==> config.mk <==
export PLATFORM = sky130hd
export DESIGN_NAME = exc_window_ctrl
export DESIGN_NICKNAME = d
export VERILOG_FILES = /design/src/rtl/exc_pkg.sv /design/src/rtl/exc_arbiter.sv /design/src/rtl/cwp_unit.sv /design/src/rtl/exc_window_ctrl.sv
export SDC_FILE = /design/constraint.sdc
export NUM_CORES = 1
export LEC_CHECK = 0
export BUFFER_PORTS_ARGS = -buffer_cell sky130_fd_sc_hd__clkbuf_2
export CORE_MARGIN = 8
export CORE_UTILIZATION = 45
export DETAILED_ROUTE_END_ITERATION = 7
export PLACE_DENSITY = 0.81
export SETUP_SLACK_MARGIN = 0.15
export SYNTH_ARGS = -nofsm -noshare
export SYNTH_HDL_FRONTEND = slang
export SYNTH_SLANG_ARGS = --single-unit
==> constraint.sdc <==
create_clock -name clk_i -period 2.33 [get_ports clk_i]
set_input_delay 0.466 -clock clk_i [delete_from_list [all_inputs] [get_ports clk_i]]
set_output_delay 0.466 -clock clk_i [all_outputs]
set_load 0.03 [all_outputs]
==> src/rtl/exc_pkg.sv <==
package exc_pkg;
  localparam int NUM_W = 6;

  typedef enum logic [2:0] {
    OP_NONE    = 3'd0,
    OP_SAVE    = 3'd1,
    OP_RESTORE = 3'd2,
    OP_TRAP    = 3'd3,
    OP_TRET    = 3'd4,
    OP_CLR_IE  = 3'd5,
    OP_SET_IE  = 3'd6,
    OP_RSVD    = 3'd7
  } op_e;

  localparam logic [NUM_W-1:0] VEC_SAVE_OVF = NUM_W'(1);
  localparam logic [NUM_W-1:0] VEC_REST_OVF = NUM_W'(2);
endpackage

==> src/rtl/exc_arbiter.sv <==
module exc_arbiter import exc_pkg::*; #(
  parameter int CWP_W = 5,
  parameter int PC_W  = 32
) (
  input  op_e              op_i,
  input  logic             ie_i,
  input  logic             irq_i,
  input  logic [NUM_W-1:0] irq_num_i,
  input  logic [NUM_W-1:0] trap_num_i,
  input  logic [CWP_W-1:0] cwp_i,
  input  logic [CWP_W-1:0] lo_limit_i,
  input  logic [CWP_W-1:0] hi_limit_i,
  input  logic [PC_W-1:0]  pc_i,
  output logic             take_o,
  output logic [NUM_W-1:0] num_o,
  output logic [PC_W-1:0]  link_o
);
  logic save_ovf, rest_ovf, sw_trap, op_exc, irq_take;

  assign save_ovf = (op_i == OP_SAVE)    && (cwp_i == lo_limit_i) && ie_i;
  assign rest_ovf = (op_i == OP_RESTORE) && (cwp_i == hi_limit_i) && ie_i;
  assign sw_trap  = (op_i == OP_TRAP);
  assign op_exc   = save_ovf | rest_ovf | sw_trap;
  // instruction-raised exceptions outrank the external request
  assign irq_take = irq_i && ie_i && !op_exc;
  assign take_o   = op_exc | irq_take;

  always_comb begin
    if (save_ovf)      num_o = VEC_SAVE_OVF;
    else if (rest_ovf) num_o = VEC_REST_OVF;
    else if (sw_trap)  num_o = trap_num_i;
    else               num_o = irq_num_i;
  end

  // interrupt preempts the current instruction; others resume after it
  assign link_o = op_exc ? ((pc_i + PC_W'(2)) >> 1) : (pc_i >> 1);
endmodule

==> src/rtl/cwp_unit.sv <==
module cwp_unit import exc_pkg::*; #(
  parameter int CWP_W     = 5,
  parameter int RESET_CWP = 8
) (
  input  logic             clk_i,
  input  logic             rst_ni,
  input  logic             take_i,
  input  op_e              op_i,
  input  logic             load_i,
  input  logic [CWP_W-1:0] load_val_i,
  output logic [CWP_W-1:0] cwp_o
);
  logic [CWP_W-1:0] cwp_q, cwp_d;

  always_comb begin
    cwp_d = cwp_q;
    if (take_i)                   cwp_d = cwp_q - 1'b1;
    else if (load_i)              cwp_d = load_val_i;
    else if (op_i == OP_SAVE)     cwp_d = cwp_q - 1'b1;
    else if (op_i == OP_RESTORE)  cwp_d = cwp_q + 1'b1;
  end

  always_ff @(posedge clk_i or negedge rst_ni) begin
    if (!rst_ni) cwp_q <= CWP_W'(RESET_CWP);
    else         cwp_q <= cwp_d;
  end

  assign cwp_o = cwp_q;
endmodule

==> src/rtl/exc_window_ctrl.sv <==
module exc_window_ctrl import exc_pkg::*; #(
  parameter int CWP_W     = 5,
  parameter int PC_W      = 32,
  parameter int RESET_CWP = 8
) (
  input  logic                      clk_i,
  input  logic                      rst_ni,
  input  logic [2:0]                op_i,
  input  logic [NUM_W-1:0]          trap_num_i,
  input  logic                      irq_i,
  input  logic [NUM_W-1:0]          irq_num_i,
  input  logic [PC_W-1:0]           pc_i,
  input  logic [PC_W-1:0]           ret_addr_i,
  input  logic                      flags_we_i,
  input  logic [3:0]                flags_i,
  input  logic [CWP_W-1:0]          lo_limit_i,
  input  logic [CWP_W-1:0]          hi_limit_i,
  output logic [CWP_W+NUM_W+4:0]    status_o,
  output logic [CWP_W+NUM_W+4:0]    istatus_o,
  output logic [CWP_W-1:0]          cwp_o,
  output logic                      ie_o,
  output logic [NUM_W-1:0]          ipri_o,
  output logic                      exc_o,
  output logic [NUM_W-1:0]          vec_o,
  output logic [PC_W-1:0]           link_o,
  output logic                      pc_load_o,
  output logic [PC_W-1:0]           pc_o
);
  localparam int ST_W     = CWP_W + NUM_W + 5;
  localparam int CWP_LSB  = 4;
  localparam int IE_BIT   = 4 + CWP_W;
  localparam int IPRI_LSB = 5 + CWP_W;

  op_e              op;
  logic             take;
  logic [NUM_W-1:0] num;
  logic [PC_W-1:0]  link;
  logic             tret;
  logic [CWP_W-1:0] cwp;

  logic [3:0]       flags_q;
  logic             ie_q;
  logic [NUM_W-1:0] ipri_q;
  logic [ST_W-1:0]  ist_q;
  logic [ST_W-1:0]  status;
  logic             exc_q, pcl_q;
  logic [NUM_W-1:0] vec_q;
  logic [PC_W-1:0]  link_q, pc_q;

  assign op     = op_e'(op_i);
  assign status = {ipri_q, ie_q, cwp, flags_q};
  assign tret   = !take && (op == OP_TRET);

  exc_arbiter #(.CWP_W(CWP_W), .PC_W(PC_W)) u_arb (
    .op_i       (op),
    .ie_i       (ie_q),
    .irq_i      (irq_i),
    .irq_num_i  (irq_num_i),
    .trap_num_i (trap_num_i),
    .cwp_i      (cwp),
    .lo_limit_i (lo_limit_i),
    .hi_limit_i (hi_limit_i),
    .pc_i       (pc_i),
    .take_o     (take),
    .num_o      (num),
    .link_o     (link)
  );

  cwp_unit #(.CWP_W(CWP_W), .RESET_CWP(RESET_CWP)) u_cwp (
    .clk_i      (clk_i),
    .rst_ni     (rst_ni),
    .take_i     (take),
    .op_i       (op),
    .load_i     (tret),
    .load_val_i (ist_q[CWP_LSB +: CWP_W]),
    .cwp_o      (cwp)
  );

  always_ff @(posedge clk_i or negedge rst_ni) begin
    if (!rst_ni) begin
      flags_q <= '0;
      ie_q    <= 1'b0;
      ipri_q  <= '0;
      ist_q   <= '0;
      exc_q   <= 1'b0;
      vec_q   <= '0;
      link_q  <= '0;
      pcl_q   <= 1'b0;
      pc_q    <= '0;
    end else begin
      exc_q <= take;
      pcl_q <= tret;
      if (take) begin
        ist_q  <= status;
        ie_q   <= 1'b0;
        ipri_q <= num;
        vec_q  <= num;
        link_q <= link;
      end else if (tret) begin
        flags_q <= ist_q[3:0];
        ie_q    <= ist_q[IE_BIT];
        ipri_q  <= ist_q[IPRI_LSB +: NUM_W];
        pc_q    <= {ret_addr_i[PC_W-2:0], 1'b0};
      end else begin
        if (flags_we_i) flags_q <= flags_i;
        if (op == OP_CLR_IE) ie_q <= 1'b0;
        else if (op == OP_SET_IE) ie_q <= 1'b1;
      end
    end
  end

  assign status_o  = status;
  assign istatus_o = ist_q;
  assign cwp_o     = cwp;
  assign ie_o      = ie_q;
  assign ipri_o    = ipri_q;
  assign exc_o     = exc_q;
  assign vec_o     = vec_q;
  assign link_o    = link_q;
  assign pc_load_o = pcl_q;
  assign pc_o      = pc_q;
endmodule

## Word-level counts from Yosys, hierarchy flattened

Index checks and enable logic that the tools add are counted.

- Output and inout bits: 116
- Memory bits (writable): 0
- Bits in registers: 103
- Logic and storage cells: 56
- Latch bits: 0
- Input bits: 97
- Memories: 0
- ROM bits: 0

- Multiplexer cells: 16
- Div/mod/pow operators: 0
- Reduce and logical (&&, ||, !) cells: 15
- Bitwise gates (word level): 4
- Add/sub/neg operators: 3
- Order comparisons: 0
- Equality and inequality tests: 8
- Shift-type cells: 0
- Multipliers: 0

Operator list:

| operator | count |
|---|---|
| $add A32 B2 Y32 const B | 1 |
| $mux W31 | 1 |
| $mux W6 | 5 |
| $mux W5 | 4 |
| $eq A5 B5 Y1 | 2 |
| $eq A3 B3 Y1 const B | 3 |
| $mux W4 | 2 |
| $reduce_bool A4 Y1 | 2 |
| $logic_and A1 B1 Y1 | 7 |
| $eq A3 B2 Y1 const B | 2 |
| $add A5 B1 Y5 const B | 1 |
| $sub A5 B1 Y5 const B | 1 |
| $mux W1 | 4 |
| $reduce_and A2 Y1 | 2 |
| $reduce_bool A2 Y1 | 2 |
| $eq A3 B1 Y1 const B | 1 |
| $or A1 B1 Y1 | 3 |
| $logic_not A1 Y1 | 2 |
| $not A1 Y1 | 1 |

## Longest topological paths before layout

- Depth in word-level cells: 12
- Mapped depth: 11
- Mapped depth without buffers: 7

## By module

From an unflattened synthesis, not the netlist that was laid out.

- Cell total of the unflattened synthesis: 462
- Area total of the unflattened synthesis: 5,429.0 µm²

By module, submodules not included:

| module | sequential area each (µm²) | cells each | times used | area an instance (µm²) |
|---|---|---|---|---|
| exc_window_ctrl | 2,452.4 | 258 | 1 | 3,890.0 |
| exc_arbiter | 0.0 | 139 | 1 | 1,017.2 |
| cwp_unit | 126.4 | 65 | 1 | 521.8 |

## Least setup slack after synthesis

No wires, ideal clock.

- Path kind: in2reg
- Start: in op_i[1]
- End: reg link_q[5] (netlist: link_o[5])
- Path slack: -44 ps
- Library setup time: 136 ps
- Path buffers: 4
- Required time: 2,194 ps
- Data arrival time: 2,238 ps
- Stages on the path: 9
- Cell sequence: buf_6 or3b_1 buf_6 or4_4 buf_6 buf_6 a31oi_1 xnor2_1 o21ai_1

- Longest elaborated chain between the ends: 8
- Elaborated cells between the ends (all ways): 13
- Those cells by class: eq/ne: 3; mux: 1; bitwise: 3; reduce/logical: 6

Ends and longest elaborated chain:

| what | line | source |
|---|---|---|
| from (decl) | exc_window_ctrl.sv:8 | `input logic [2:0] op_i,` |
| $eq A3 B1 Y1 or $eq A3 B2 Y1 (tied branches) | exc_arbiter.sv:20, exc_arbiter.sv:21 |  |
| $logic_and A1 B1 Y1 (on tied branches) (2 in a row) | exc_arbiter.sv:20, exc_arbiter.sv:21 |  |
| $or A1 B1 Y1 | exc_arbiter.sv:23 | `assign op_exc = save_ovf \| rest_ovf \| sw_trap;` |
| $or A1 B1 Y1 (*) | exc_arbiter.sv:23 |  |
| $logic_not A1 Y1 | exc_arbiter.sv:25 | `assign irq_take = irq_i && ie_i && !op_exc;` |
| $logic_and A1 B1 Y1 | exc_arbiter.sv:25 |  |
| $or A1 B1 Y1 | exc_arbiter.sv:26 | `assign take_o = op_exc \| irq_take;` |
| to (signal assigned) | exc_window_ctrl.sv:98 | `link_q <= link;` |
| to (decl) | exc_window_ctrl.sv:48 | `logic [PC_W-1:0] link_q, pc_q;` |

Mark *: on every way between the ends. The rest lies on a longest branch, timed or not.
A chain may end at the register's enable or synchronous reset.

## Worst setup path after layout

- Start: reg u_cwp.cwp_q[3] (netlist: u_cwp.cwp_o[3])
- End: reg link_q[29] (netlist: link_o[29])

- Longest elaborated chain between the ends: 8
- Elaborated cells between the ends (all ways): 12
- Those cells by class: eq/ne: 2; mux: 1; bitwise: 3; reduce/logical: 6

Ends and longest elaborated chain:

| what | line | source |
|---|---|---|
| from (decl) | cwp_unit.sv:13 | `logic [CWP_W-1:0] cwp_q, cwp_d;` |
| from (signal assigned) | cwp_unit.sv:24 | `if (!rst_ni) cwp_q <= CWP_W'(RESET_CWP);` |
| from (signal assigned) | cwp_unit.sv:25 | `else cwp_q <= cwp_d;` |
| $eq A5 B5 Y1 (on tied branches) | exc_arbiter.sv:20, exc_arbiter.sv:21 |  |
| $logic_and A1 B1 Y1 (on tied branches) (2 in a row) | exc_arbiter.sv:20, exc_arbiter.sv:21 |  |
| $or A1 B1 Y1 (*) (2 in a row) | exc_arbiter.sv:23 |  |
| $logic_not A1 Y1 | exc_arbiter.sv:25 |  |
| $logic_and A1 B1 Y1 | exc_arbiter.sv:25 |  |
| $or A1 B1 Y1 | exc_arbiter.sv:26 |  |

Marks and branches as above.

==> summary.md <==
| Metric | Value |
|---|---|
| Clock sinks | `102` |
| CTS HTree Levels | `3` |
| Clock Tree Buf Depth | `2` |
| Hold Vio Cnt, Final | `0` |
| # fillers | `950` |
| Switching pwr | `0.00346 W` |
| PD cells | `1050 nW/um^2` |
| Post-route ant nets | `0` |
| Switching share of power | `44.9%` |
| WP data required | `2.57 ns` |
| Post-synth EDFFs | `0` |
| DR vias | `5316` |
| Final period util | `92.6%` |
| Critical Path Fanout Max | `11` |
| Post-DR wirelength/cell | `17.4 microns` |
| Worst min path class | `input pin to async pin` |
| Multiplexer share of the synthesized area | `0.967%` |
| Initial Util | `46.3%` |
| Diodes inserted | `0` |
| Mapped Area | `5300 sq um` |
| Max-cap violations | `0` |
| GP Congestion | `0.853` |
| TritonCTS buffer count | `9` |
| First-pass GRT wire length | `27300 microns` |
| Yosys cell types | `60` |
| Die area | `15500 sq um` |
| Critical Path Max Stage Delay | `0.59 ns` |
| Post-synthesis sequential area ratio | `48.1%` |
| CORE AREA | `11500 sq um` |
| Setup ws final | `0.172 ns` |
| I/O Pins | `213` |
| DRT iter0 DRCs | `545` |
| Total Nets Final | `936` |
| Lkg Pwr | `3.65 nW` |
| Reg-to-reg endpoint | `link_o[29]` |
| Final Max Tran Viols | `0` |
| Final Setup Violations | `0` |
| Post-synthesis adder-cell area fraction | `0.708%` |
| Reg2Reg Depth | `6` |
| Pre-Repair DR Iteration Count | `5` |
| Status | `completed` |
| Post-synthesis xor/xnor area fraction | `4.13%` |
| Die W | `125 microns` |
| Worst setup path endpoint | `link_o[29]` |
| GRT Total Usage | `21.3%` |
| Clk slew on worst S/H paths | `0.07 ns` |
| Nature of the critical path startpoint | `register` |
| Worst reg2reg setup slack | `0.17 ns` |
| Combinational fraction of design power | `43.8%` |
| CP arrival | `2.40 ns` |
| Post-synthesis compound-gate area fraction | `15.6%` |
| Int Power | `0.00424 W` |
| Vias in the first global route | `5281` |
| Setup crit end kind | `register` |
| Root buf cell | `clkbuf_16` |
| Pre-CTS WS | `-0.241 ns` |
| Syn Inst Count | `612` |
| Unrepaired setup endpoints after global routing | `yes` |
| CP Cell Sequence | `xnor2_2 > nand4_1 > or4_4 > a311oi_2 > xnor2_1 > o21ai_2` |
| Min Tclk post-route | `2.16 ns` |
| Post-synth ARST share | `100%` |
| Initial antenna violation count | `0` |
| Crit path from | `u_cwp.cwp_o[3]` |
| Final instance area | `7310 sq um` |
| Clock power frac | `20.7%` |
| Reg2Reg Launch Point | `u_cwp.cwp_o[3]` |
| Row count | `39` |
| Area grow syn2layout | `37.7%` |
| Vias per cell | `5.40` |
| Post-DP HPWL | `12900 microns` |
| YS warnings | `0` |
| Setup TNS | `0 ns` |
| Clk_skew | `0.00883 ns` |
| Area post-placement | `6830 sq um` |
| Maximum vdd drop | `865 uV` |
| Layout cells sized above 1 | `38.0%` |
| GRT overflow | `0` |
| Port Buf Inserts | `208` |
| DRC | `0` |
| Die Ht | `125 microns` |
| Synthesis-stage register bit count | `102` |
| Flop pwr share | `35.4%` |
| Worst-skew pair later-pin latency | `0.36 ns` |
| CTS tree | `done` |
| Slowest CP cell | `or4_4` |
| Post-Route WL | `17100 microns` |
| Highest clock rate | `463 MHz` |
| Area share of and/or/nand/nor cells after synthesis | `23.9%` |
| Avg Inst Size Synth | `8.67 sq um` |
| Largest net degree at the start of global routing | `48` |
| Crit path kind | `register to register` |
| Largest family of logic cells by synthesized area | `simple AND/OR/NAND/NOR gates` |
| Commonest register cell after synthesis | `dfrtp_1` |
## worst min path at each step
stage,from,to,slack [ns],cells past startpoint
after floorplan,rst_ni,exc_o,0.17,0
after global placement,rst_ni,link_o[10],0.45,1
after detailed placement,rst_ni,link_o[10],0.45,1
after CTS,rst_ni,link_o[10],0.07,1
after global routing,rst_ni,link_o[10],0.09,1
final,rst_ni,link_o[10],0.07,1
## state kept, by name, indices dropped and copies added, names as in the netlist
| signal | cells |
|---|---|
| ie_o | 1 |
| istatus_o | 16 |
| pc_load_o | 1 |
| link_o | 31 |
| pc_o | 31 |
| flags_q | 4 |
| ipri_o | 6 |
| vec_o | 6 |
| u_cwp.cwp_o | 5 |
| exc_o | 1 |
## power by group through the flow
stage / clock network [W] / logic [W] / registers (W)
3_3_place_gp: 0 / 0.00328 / 0.00272
4_1_cts: 0.00162 / 0.00335 / 0.00272
5_1_grt: 0.00169 / 0.00363 / 0.00281
6_report: 0.00160 / 0.00338 / 0.00273
2_1_floorplan: 0 / 0.00123 / 0.00376
3_5_place_dp: 0 / 0.00334 / 0.00275
## layout by cell type (no fill, tap or decap), types with 6 or more instances in the layout
cell,instances
inv_1,14
a21oi_1,21
o21ai_0,16
nand3_1,22
a31oi_1,11
o21ai_1,15
clkbuf_16,10
xnor2_1,21
buf_4,42
nor3_1,7
nor2_1,39
buf_6,6
a31oi_4,9
nand2_1,176
clkbuf_2,207
nand4_1,9
dfrtp_1,98
o22a_1,6
or3_1,7
and3_1,6
buf_12,6
## layer usage
layer	vias to the layer above	wire (microns)	part of all wire, %	track usage [%]
li1	2529	-	-	-
met1	2557	6890	40	25.2
met4	0	256	1.5	5.81
met5	-	0	0	0
met3	17	1320	7.7	7.28
met2	213	8670	51	36.1
## cells by family after synthesis
group / Yosys count
DFF: 102
muxes: 5
and+or+nand+nor: 290
adders and majority gates: 3
buffers and inverters: 66
AOI/OAI and AO/OA: 120
xor gates and xnor gates: 25
other: 1
## cell usage after synthesis (all sizes together) (2+ instances only)
library cell / instances / area share (%)
or4: 3 / 0.50
clkbuf: 21 / 1.5
o21ai: 35 / 3.5
ha: 3 / 0.71
dfrtp: 101 / 48
nand4: 9 / 1.1
o22ai: 2 / 0.24
o22a: 6 / 0.99
and4: 3 / 0.50
nor4: 4 / 0.75
buf: 29 / 3.8
or3: 8 / 0.94
xnor2: 22 / 3.6
nand2: 177 / 13
nor2: 41 / 2.9
a21o: 5 / 0.71
xor2: 3 / 0.50
and3: 6 / 0.71
o311ai: 6 / 0.99
a21oi: 21 / 2.0
o311a: 2 / 0.38
nand3: 24 / 2.3
inv: 15 / 1.1
and2: 3 / 0.35
mux2i: 4 / 0.75
nor3: 8 / 0.75
a211oi: 5 / 0.71
a311oi: 6 / 1.1
a31oi: 21 / 3.2
## final cells by class
type | count | area [sq um] | share of cell area [%]
clock buffers | 11 | 253 | 3.46
clock inverters | 5 | 62.6 | 0.856
inverters | 16 | 62.6 | 0.856
multi-input cells | 445 | 2630 | 36.0
flip-flops and latches | 102 | 2560 | 35.0
well taps | 143 | 179 | 2.45
repair buffers | 262 | 1560 | 21.4
## critical path: cells and delay by family (launching register included)
| family | cells | cell delay (ns) |
|---|---|---|
| simple gates | 2 | 0.78 |
| xor+xnor | 2 | 0.31 |
| flops | 1 | 0.57 |
| compound gates | 2 | 0.40 |
## per-stage QoR
stage | hold slack, ns | instances | total power [W] | util (%)
after CTS | 0.0726 | 980 | 0.00770 | 62.5
after global placement | 0.451 | 963 | 0.00600 | 59.5
after global routing | 0.0874 | 984 | 0.00813 | 63.7
after floorplan | 0.170 | 613 | 0.00498 | -
after detailed placement | 0.455 | 963 | 0.00609 | 59.5
final | 0.0659 | 984 | 0.00770 | 63.7
## what timing repair did
| item | in CTS | in global routing |
|---|---|---|
| hold buffers | 0 | 0 |
| setup endpoints to repair | 90 | 73 |
| pin swaps | 4 | 8 |
| hold endpoints to repair | 0 | 0 |
| cloned | 0 | 1 |
| resized for setup | 6 | 18 |
| setup buffers | 1 | 3 |
(Power assumes the default switching activity.)
